[src/rtl/ctx_tlb_pkg.sv]
package ctx_tlb_pkg;
  parameter int VA_W    = 32;
  parameter int PA_W    = 24;
  parameter int OFF_W   = 10;
  parameter int CTX_W   = 4;
  parameter int MEM_AW  = 24;
  parameter int PTE_W   = 16;
  parameter int VPN_W   = VA_W - OFF_W;
  parameter int PPN_W   = PA_W - OFF_W;
  parameter int PTE_RES_BIT = PTE_W - 1;

  typedef struct packed {
    logic [CTX_W-1:0] ctx;
    logic [VPN_W-1:0] vpn;
  } xl_tag_t;

  typedef enum logic [1:0] {
    WK_IDLE  = 2'd0,
    WK_BUSY  = 2'd1,
    WK_FAULT = 2'd2
  } walk_st_e;
endpackage

[src/rtl/tlb_array.sv]
module tlb_array
  import ctx_tlb_pkg::*;
#(
  parameter int ENTRIES = 4,
  localparam int IDX_W = $clog2(ENTRIES)
) (
  input  logic               clk,
  input  logic               rst_n,
  input  xl_tag_t            look_tag,
  output logic               hit,
  output logic [PPN_W-1:0]   hit_ppn,
  input  logic               fill_en,
  input  logic [IDX_W-1:0]   fill_idx,
  input  xl_tag_t            fill_tag,
  input  logic [PPN_W-1:0]   fill_ppn,
  output logic [ENTRIES-1:0] valid_vec
);
  logic [ENTRIES-1:0] valid_q, valid_d;
  xl_tag_t            tag_q [ENTRIES];
  logic [PPN_W-1:0]   ppn_q [ENTRIES];
  logic [ENTRIES-1:0] match;

  always_comb begin
    valid_d = valid_q;
    if (fill_en) valid_d[fill_idx] = 1'b1;
  end

  always_ff @(posedge clk or negedge rst_n) begin
    if (!rst_n) valid_q <= '0;
    else        valid_q <= valid_d;
  end

  always_ff @(posedge clk) begin
    for (int e = 0; e < ENTRIES; e++) begin
      if (fill_en && (fill_idx == IDX_W'(e))) begin
        tag_q[e] <= fill_tag;
        ppn_q[e] <= fill_ppn;
      end
    end
  end

  for (genvar g = 0; g < ENTRIES; g++) begin : g_cmp
    assign match[g] = valid_q[g] && (tag_q[g] == look_tag);
  end

  always_comb begin
    hit_ppn = '0;
    for (int e = 0; e < ENTRIES; e++)
      if (match[e]) hit_ppn = hit_ppn | ppn_q[e];
  end

  assign hit       = |match;
  assign valid_vec = valid_q;

  // tags are unique, so at most one entry may match
  p_single_match_r6: assert property (@(posedge clk) disable iff (!rst_n)
    $onehot0(match));
endmodule

[src/rtl/tlb_victim.sv]
module tlb_victim
  import ctx_tlb_pkg::*;
#(
  parameter int ENTRIES = 4,
  localparam int IDX_W = $clog2(ENTRIES)
) (
  input  logic               clk,
  input  logic               rst_n,
  input  logic [ENTRIES-1:0] valid_vec,
  input  logic               fill_en,
  output logic [IDX_W-1:0]   victim
);
  logic [IDX_W-1:0] rr_q, rr_d;
  logic             all_valid;

  assign all_valid = &valid_vec;

  always_comb begin
    victim = rr_q;
    for (int e = ENTRIES - 1; e >= 0; e--)
      if (!valid_vec[e]) victim = IDX_W'(e);
  end

  always_comb begin
    rr_d = rr_q;
    if (fill_en && all_valid)
      rr_d = (rr_q == IDX_W'(ENTRIES - 1)) ? '0 : rr_q + 1'b1;
  end

  always_ff @(posedge clk or negedge rst_n) begin
    if (!rst_n) rr_q <= '0;
    else        rr_q <= rr_d;
  end

  // with a free slot, the chosen slot must be free
  p_invalid_first_r8: assert property (@(posedge clk) disable iff (!rst_n)
    !all_valid |-> !valid_vec[victim]);
endmodule

[src/rtl/tlb_walker.sv]
module tlb_walker
  import ctx_tlb_pkg::*;
(
  input  logic              clk,
  input  logic              rst_n,
  input  logic              start,
  input  logic [MEM_AW-1:0] start_addr,
  input  xl_tag_t           start_tag,
  output logic              idle,
  output logic              mem_rd_valid,
  output logic [MEM_AW-1:0] mem_rd_addr,
  input  logic              mem_rd_ack,
  input  logic [PTE_W-1:0]  mem_rd_data,
  output logic              fill_en,
  output xl_tag_t           fill_tag,
  output logic [PPN_W-1:0]  fill_ppn,
  output logic              fault
);
  walk_st_e          st_q, st_d;
  logic [MEM_AW-1:0] addr_q;
  xl_tag_t           tag_q;
  logic              cap_en;
  logic              resident;

  assign resident = mem_rd_data[PTE_RES_BIT];
  assign cap_en   = (st_q == WK_IDLE) && start;

  always_comb begin
    st_d = st_q;
    unique case (st_q)
      WK_IDLE:  if (start) st_d = WK_BUSY;
      WK_BUSY:  if (mem_rd_ack) st_d = resident ? WK_IDLE : WK_FAULT;
      WK_FAULT: st_d = WK_IDLE;
      default:  st_d = WK_IDLE;
    endcase
  end

  always_ff @(posedge clk or negedge rst_n) begin
    if (!rst_n) st_q <= WK_IDLE;
    else        st_q <= st_d;
  end

  always_ff @(posedge clk) begin
    if (cap_en) begin
      addr_q <= start_addr;
      tag_q  <= start_tag;
    end
  end

  assign idle         = (st_q == WK_IDLE);
  assign mem_rd_valid = (st_q == WK_BUSY);
  assign mem_rd_addr  = addr_q;
  assign fill_en      = (st_q == WK_BUSY) && mem_rd_ack && resident;
  assign fill_tag     = tag_q;
  assign fill_ppn     = mem_rd_data[PPN_W-1:0];
  assign fault        = (st_q == WK_FAULT);

  // an unanswered read keeps its request and address
  p_addr_hold_r3: assert property (@(posedge clk) disable iff (!rst_n)
    mem_rd_valid && !mem_rd_ack |=> mem_rd_valid && $stable(mem_rd_addr));
  // a fault only follows an ack of a non-resident entry
  p_fault_cause_r5: assert property (@(posedge clk) disable iff (!rst_n)
    fault |-> $past(mem_rd_valid && mem_rd_ack && !mem_rd_data[PTE_RES_BIT]));
  // the fault lasts one cycle
  p_fault_pulse_r5: assert property (@(posedge clk) disable iff (!rst_n)
    fault |=> !fault);
endmodule

[src/rtl/ctx_tlb.sv]
module ctx_tlb
  import ctx_tlb_pkg::*;
#(
  parameter int ENTRIES = 4,
  localparam int IDX_W = $clog2(ENTRIES)
) (
  input  logic              clk,
  input  logic              rst_n,
  input  logic              cfg_we,
  input  logic [CTX_W-1:0]  cfg_ctx,
  input  logic [MEM_AW-1:0] cfg_ptbase,
  input  logic              req_valid,
  input  logic [VA_W-1:0]   req_vaddr,
  output logic              req_ready,
  output logic [PA_W-1:0]   tr_paddr,
  output logic              tr_fault,
  output logic              mem_rd_valid,
  output logic [MEM_AW-1:0] mem_rd_addr,
  input  logic              mem_rd_ack,
  input  logic [PTE_W-1:0]  mem_rd_data
);
  logic [CTX_W-1:0]   ctx_q, ctx_d;
  logic [MEM_AW-1:0]  ptb_q, ptb_d;
  xl_tag_t            look_tag;
  logic               hit;
  logic [PPN_W-1:0]   hit_ppn;
  logic [ENTRIES-1:0] valid_vec;
  logic [IDX_W-1:0]   victim;
  logic               walk_idle, walk_start, fill_en, fault;
  xl_tag_t            fill_tag;
  logic [PPN_W-1:0]   fill_ppn;
  logic [MEM_AW-1:0]  pte_addr;

  always_comb begin
    ctx_d = ctx_q;
    ptb_d = ptb_q;
    if (cfg_we) begin
      ctx_d = cfg_ctx;
      ptb_d = cfg_ptbase;
    end
  end

  always_ff @(posedge clk or negedge rst_n) begin
    if (!rst_n) begin
      ctx_q <= '0;
      ptb_q <= '0;
    end else begin
      ctx_q <= ctx_d;
      ptb_q <= ptb_d;
    end
  end

  assign look_tag   = '{ctx: ctx_q, vpn: req_vaddr[VA_W-1:OFF_W]};
  assign pte_addr   = ptb_q + MEM_AW'(req_vaddr[VA_W-1:OFF_W]);
  assign walk_start = walk_idle && req_valid && !hit;

  tlb_array #(.ENTRIES(ENTRIES)) u_array (
    .clk(clk), .rst_n(rst_n), .look_tag(look_tag), .hit(hit), .hit_ppn(hit_ppn),
    .fill_en(fill_en), .fill_idx(victim), .fill_tag(fill_tag), .fill_ppn(fill_ppn),
    .valid_vec(valid_vec)
  );

  tlb_victim #(.ENTRIES(ENTRIES)) u_victim (
    .clk(clk), .rst_n(rst_n), .valid_vec(valid_vec), .fill_en(fill_en), .victim(victim)
  );

  tlb_walker u_walker (
    .clk(clk), .rst_n(rst_n), .start(walk_start), .start_addr(pte_addr),
    .start_tag(look_tag), .idle(walk_idle), .mem_rd_valid(mem_rd_valid),
    .mem_rd_addr(mem_rd_addr), .mem_rd_ack(mem_rd_ack), .mem_rd_data(mem_rd_data),
    .fill_en(fill_en), .fill_tag(fill_tag), .fill_ppn(fill_ppn), .fault(fault)
  );

  assign req_ready = (walk_idle && req_valid && hit) || fault;
  assign tr_fault  = fault;
  assign tr_paddr  = {hit_ppn, req_vaddr[OFF_W-1:0]};

  // the requester is stalled while the walker reads
  p_stall_walk_r3: assert property (@(posedge clk) disable iff (!rst_n)
    mem_rd_valid |-> !req_ready);
  // a completed hit never starts a read in the following cycle
  p_hit_no_walk_r2: assert property (@(posedge clk) disable iff (!rst_n)
    req_valid && req_ready && !tr_fault |=> !mem_rd_valid);
endmodule

[config.mk]
export PLATFORM = sky130hd
export DESIGN_NAME = ctx_tlb
export DESIGN_NICKNAME = d
export VERILOG_FILES = /design/src/rtl/ctx_tlb_pkg.sv /design/src/rtl/tlb_array.sv /design/src/rtl/tlb_victim.sv /design/src/rtl/tlb_walker.sv /design/src/rtl/ctx_tlb.sv
export SDC_FILE = /design/constraint.sdc
export NUM_CORES = 1
export LEC_CHECK = 0
export BUFFER_PORTS_ARGS = -buffer_cell sky130_fd_sc_hd__buf_2
export CAP_MARGIN = 15
export CORE_UTILIZATION = 52
export CTS_CLUSTER_DIAMETER = 80
export DETAILED_ROUTE_END_ITERATION = 16
export GPL_TIMING_DRIVEN = 0
export PLACE_DENSITY = 0.75
export SLEW_MARGIN = 20
export SYNTH_ARGS = -nofsm -noshare
export SYNTH_HDL_FRONTEND = slang
export SYNTH_SLANG_ARGS = --single-unit
[constraint.sdc]
create_clock -name clk -period 4.5 [get_ports clk]
set_input_delay 0 -clock clk [delete_from_list [all_inputs] [get_ports clk]]
set_output_delay 0 -clock clk [all_outputs]
set_load 0.02 [all_outputs]
Word level (Yosys, flattened, before mapping)

Memories as Yosys holds them, arrays and structs flattened.
Cells that the tools add are included.
Widths: inputs -> output; s select.

Eq/ne operators: 12
Reduce and logical (&&, ||, !) cells: 29
Magnitude comparators: 2
Add/subtract/negate cells: 2
Bitwise gates (word level): 4
Mux-type cells: 41

Operators with widths:

| operator            | count |
|---|---|
| $eq 26x26->1        | 4 |
| $mux 14             | 7 |
| $mux 26             | 3 |
| $reduce_or 26->1    | 3 |
| $or 14x14->14       | 3 |
| $reduce_or 14->1    | 3 |
| $mux 2              | 14 |
| $add 24x22->24      | 1 |
| $logic_and 1x1->1   | 16 |
| $mux 1              | 15 |
| $eq 2x2->1 const B  | 4 |
| $eq 2x1->1 const B  | 2 |
| $logic_not 2->1     | 2 |
| $ne 2x1->1 const B  | 2 |
| $or 4x4->4          | 1 |
| $pmux 2 s2          | 1 |
| $reduce_and 4->1    | 1 |
| $reduce_or 4->1     | 1 |
| $lt 2x3->1 const B  | 1 |
| $add 2x1->2 const B | 1 |
| $demux 1 s2         | 1 |
| $ge 2x1->1 const B  | 1 |
| $reduce_and 2->1    | 1 |
| $logic_not 1->1     | 1 |
| $logic_or 1x1->1    | 1 |

Bits in registers: 86
Memory bits (writable): 160
Output and inout port bits: 51
Memories kept: 2
Word-level logic and storage cells: 100

Memory list:

| name          | words | width | rd ports | clocked after memory_dff | write ports | line            | source |
|---|---|---|---|---|---|---|---|
| u_array.tag_q | 4     | 26    | 4        | 0                        | 1           | tlb_array.sv:19 | `xl_tag_t tag_q [ENTRIES];` |
| u_array.ppn_q | 4     | 14    | 4        | 0                        | 1           | tlb_array.sv:20 | `logic [PPN_W-1:0] ppn_q [ENTRIES];` |

Depth between registers and ports, before layout

Depth after elaboration: 12
Depth in mapped cells: 9

Cells and area by module

Synthesis repeated with hierarchy kept, for this count alone.

Cell total of the unflattened synthesis: 757
Area total of the unflattened synthesis: 11013.1 sq um

Modules (own cells, without submodules):

| module     | sequential area each (sq um) | cells each | area an instance (sq um) | times used |
|---|---|---|---|---|
| tlb_array  | 4904.7                       | 425        | 6772.7                   | 1 |
| ctx_tlb    | 700.7                        | 243        | 2376.0                   | 1 |
| tlb_walker | 1551.5                       | 75         | 1721.7                   | 1 |
| tlb_victim | 50.0                         | 14         | 142.6                    | 1 |

Least setup slack after synthesis

No wires, ideal clock.

Path type: reg-to-reg
Start point: register ctx_q[3]
End point: register u_walker.tag_q, in the netlist u_walker.fill_tag[0], enable pin
Slack: 115 ps
Clock period less this slack: 4385 ps
Cell stages (with the launch flop): 9
Setup time: 458 ps
Arrival: 3927 ps
Cells stage by stage: dfrtp_1 buf_2 xnor2_1 nand4_1 or4_4 nor4_4 or4_1 or3b_1 nor2_1

Cells in the longest elaborated chain, start to end: 6
Elaborated cells on any way between the ends: 12
Those cells by class: eq/ne: 4; reduce/logical: 8

RTL lines:

| what                      | line             | source |
|---|---|---|
| start: declaration        | ctx_tlb.sv:22    | `logic [CTX_W-1:0] ctx_q, ctx_d;` |
| start signal: assignment  | ctx_tlb.sv:48    | `ctx_q <= ctx_d;` |
| $eq 26x26->1              | tlb_array.sv:43  | `assign match[g] = valid_q[g] && (tag_q[g] == look_tag);` |
| $logic_and 1x1->1         | tlb_array.sv:43  |  |
| $reduce_or 4->1 *         | tlb_array.sv:52  | `assign hit = \|match;` |
| $logic_not 1->1 *         | ctx_tlb.sv:55    | `assign walk_start = walk_idle && req_valid && !hit;` |
| $logic_and 1x1->1 *       | ctx_tlb.sv:55    |  |
| $logic_and 1x1->1 *       | tlb_walker.sv:26 | `assign cap_en = (st_q == WK_IDLE) && start;` |
| named net u_walker.cap_en | tlb_walker.sv:22 | `logic cap_en;` |
| end signal: assignment    | tlb_walker.sv:46 | `tag_q <= start_tag;` |
| end: declaration          | tlb_walker.sv:21 | `xl_tag_t tag_q;` |

The timed path passes the listed nets; every way through them passes the cells marked *.
A chain may end at the register's enable or synchronous reset.

Worst setup path in the final report

Start point: register ctx_q[2]
End point: output tr_paddr[19]

Cells in the longest elaborated chain, start to end: 9
Elaborated cells on any way between the ends: 15
Those cells by class: eq/ne: 4; mux: 4; bitwise: 3; reduce/logical: 4

RTL lines:

| what              | line            | source |
|---|---|---|
| $eq 26x26->1      | tlb_array.sv:43 |  |
| $logic_and 1x1->1 | tlb_array.sv:43 |  |
| $mux 14           | tlb_array.sv:49 | `if (match[e]) hit_ppn = hit_ppn \| ppn_q[e];` |
| $or 14x14->14     | tlb_array.sv:49 |  |
| $mux 14           | tlb_array.sv:49 |  |
| $or 14x14->14     | tlb_array.sv:49 |  |
| $mux 14           | tlb_array.sv:49 |  |
| $or 14x14->14     | tlb_array.sv:49 |  |
| $mux 14 *         | tlb_array.sv:49 |  |
| end: declaration  | ctx_tlb.sv:15   | `output logic [PA_W-1:0] tr_paddr,` |

Mark *: on every way between the ends. The rest lies on a longest branch, timed or not.

==> impl_metrics.py <==
metrics = {
    "status": {
        "outcome": "complete, no violations",
    },
    "sta": {
        "hold-worst-slack_ps": 45.22,
        "worst_pin_slew_ps": 913.3,
        "clock_skew_ps": 8.404,
        "maxSlewHeadroom_pct": 39.11,
        "max_freq_mhz": 298.2,
        "hold_viol_final": 0,
        "fin_crit_ps": 3354,
        "fin_crit_sh_pct": 74.53,
        "setup_viol": 0,
        "rsz0062_at_grt": "false",
        "drv_slew": 0,
    },
    "clocking": {
        "root_buffer": "clkbuf_16",
        "cts_buffers": 25,
        "cts_tree": "yes",
        "postCtsHoldBufs": 69,
        "clkSinkCount": 246,
        "clk_latency_ps": 510,
        "clk_path_buf_depth": 3,
        "post-cts-setup-buffers": 0,
        "cts-resized-gates": 0,
        "htree_levels": 1,
        "clk_pin_slew_worst_paths_ps": 60,
    },
    "route": {
        "vias": 6588,
        "wl_per_cell_um": 19.87,
        "finalWirelength_um": 23690,
        "vias_per_cell": 5.527,
        "route.detailed.drc": 0,
        "dr.first_iter.drc_count": 445,
        "dr.pass1.iters": 5,
        "ant_nets": 0,
    },
    "cells_and_area": {
        "fin_nets": 1014,
        "final_core_util_pct": 67.23,
        "final_area_um2": 13210,
        "syn_to_final_growth_pct": 25.31,
        "diodes": 0,
        "fillCellCount": 1321,
        "drive_gt1_share_pct": 26.11,
        "most-common-layout-cells": "edfxtp_1 (210), buf_2 (132), xnor2_1 (96)",
        "final_common_cell": "edfxtp_1",
    },
    "floorplanning": {
        "die_h_um": 144.4,
        "fp.dieW_um": 144.4,
        "core_um2": 19650,
        "fp-row-count": 51,
        "io_pins": 132,
        "start_util_pct": 53.65,
        "die-area_um2": 20850,
    },
    "critical_path": {
        "cp.arrival_ps": 3350,
        "crit_path_end_kind": "output port",
        "cp-start-kind": "flop",
        "cp_max_fo": 10,
        "crit_required_ps": 4500,
        "critPathKind": "flop to output port",
    },
    "synth": {
        "syn_area_um2": 10540,
        "synth-seq-cells": 246,
        "ys_warn_count": 0,
        "synth_ff_type": "edfxtp_1",
        "ys_async_sr_fraction_pct": 14.63,
        "synth.distinct_cells": 56,
        "synthCells": 684,
        "synth-edff-count": 210,
        "avgSynthCellArea_um2": 15.42,
        "synth_fp_nets": 789,
        "yosysSeqAreaShare_pct": 68.35,
    },
    "global_routing": {
        "grt_pass1_wl_um": 35510,
        "antenna_found_initial": 0,
        "first_global_vias": 6674,
        "grt_usage_pct": 23.18,
        "grt_max_degree": 37,
        "gr-total-overflow": 0,
    },
    "flow_run": {
        "cap_violations": 0,
    },
    "power_and_ir_drop": {
        "p_per_area_nw_per_um2": 422.6,
        "leakagePower_nw": 4.922,
        "peakVddDrop_v": 0.0002387,
        "total_power_mw": 5.584,
    },
    "worst_hold_path": {
        "hold_class": "primary input to flop",
    },
    "placed_design": {
        "routabilityCongestion": 0.8500,
        "detailed_place_hpwl_um": 15860,
        "placed_area_um2": 11770,
        "port_buffers": 119,
    },
}
Yosys cell counts (all sizes together) (2+ instances only):
master,count,area share (%)
nand4,23,1.4
nor3,7,0.33
nand2,31,1.1
inv,8,0.28
a21o,10,0.71
o21ai,14,0.66
nor4,9,0.96
nand3,9,0.47
a2111oi,2,0.23
or2,3,0.18
and3,6,0.36
mux2,29,3.1
a22oi,28,2.0
a31o,2,0.17
nor2b,6,0.36
a311o,3,0.28
edfxtp,210,60
o21bai,4,0.28
clkbuf,6,0.21
a211oi,4,0.33
a31oi,3,0.18
nand2b,3,0.18
ha,23,2.7
dfrtp,36,8.5
xnor2,96,8.0
or4,4,0.39
xor2,23,1.9
buf,29,1.8
a221oi,2,0.23
nor2,19,0.68
a21oi,20,0.98
a311oi,2,0.23
layout make-up:
type / count / area (um^2) / share of cell area, %
tap: 265 / 331.6 / 2.509
buffer: 35 / 211.5 / 1.600
clock inverter: 7 / 57.56 / 0.4356
clock buffer: 38 / 694.4 / 5.256
timing repair buffer: 198 / 1541 / 11.67
inverter: 8 / 30.03 / 0.2273
sequential: 246 / 7207 / 54.55
multi-input combinational: 395 / 3139 / 23.76
worst paths after layout:
| path | endpoint | slack, ps | start | cells after the start |
|---|---|---|---|---|
| worst max-delay path | tr_paddr[19] | 1150 | ctx_q[2] | 9 |
| worst min-delay path | ptb_q[6] | 50 | cfg_we | 2 |
| worst max register to register | u_walker.st_q[0] | 1200 | ctx_q[2] | 9 |
| worst min register to register | u_walker.fill_tag[24] | 440 | ctx_q[2] | 0 |
| max in group asynchronous | u_array.valid_vec[2] | 3770 | rst_n | 2 |
| min in group asynchronous | ptb_q[16] | 150 | rst_n | 2 |
sequential cells by signal, summed over array words and instances, names as in the netlist:
signal	count
u_walker.st_q	2
u_array.valid_vec	4
u_victim.rr_q	2
u_walker.fill_tag	26
u_array.tag_q	104
u_array.ppn_q	56
ctx_q	4
ptb_q	24
u_walker.mem_rd_addr	24
worst max-delay path, cell delays in order (launching register included):
cell	delay (ps)
dfrtp_1	370
buf_2	160
xor2_1	160
nor4_1	430
nand4_1	220
nor4_2	750
buf_2	370
a22oi_1	110
nand2_1	90
buf_2	160
per-stage QoR:
stage	setup WS, ps	TNS, ps	std cells
CTS	1140	0	1192
finish	1146	0	1192
global route	1020	0	1192
global placement	-1719	-104060	1068
floorplan	115.1	0	684
detailed placement	1232	0	1078
cell families (layout without fill, tap and decap cells):
group	after synthesis	after routing	share of synthesized area [%]
mux	30	30	3.192
xor+xnor	119	119	9.885
compound gates	98	98	6.621
simple gates	124	124	6.740
fa+ha+maj	24	24	2.919
flops	246	246	68.35
buf+inv	43	286	2.290
where the power goes:
group | switching, mW | leakage (nW) | internal [mW]
Combinational | 0.495 | 2.22 | 0.368
Sequential | 0.0910 | 2.33 | 2.70
Clock | 0.809 | 0.368 | 1.12
metal layers:
layer	vias up	part of all wire (%)	track usage, %
li1	3018	-	-
met1	3229	40	29.07
met2	280	49	40.49
met3	61	7.4	4.139
met4	0	2.8	7.756
met5	-	0	0
Note: power is estimated with default switching activity, not from simulation.
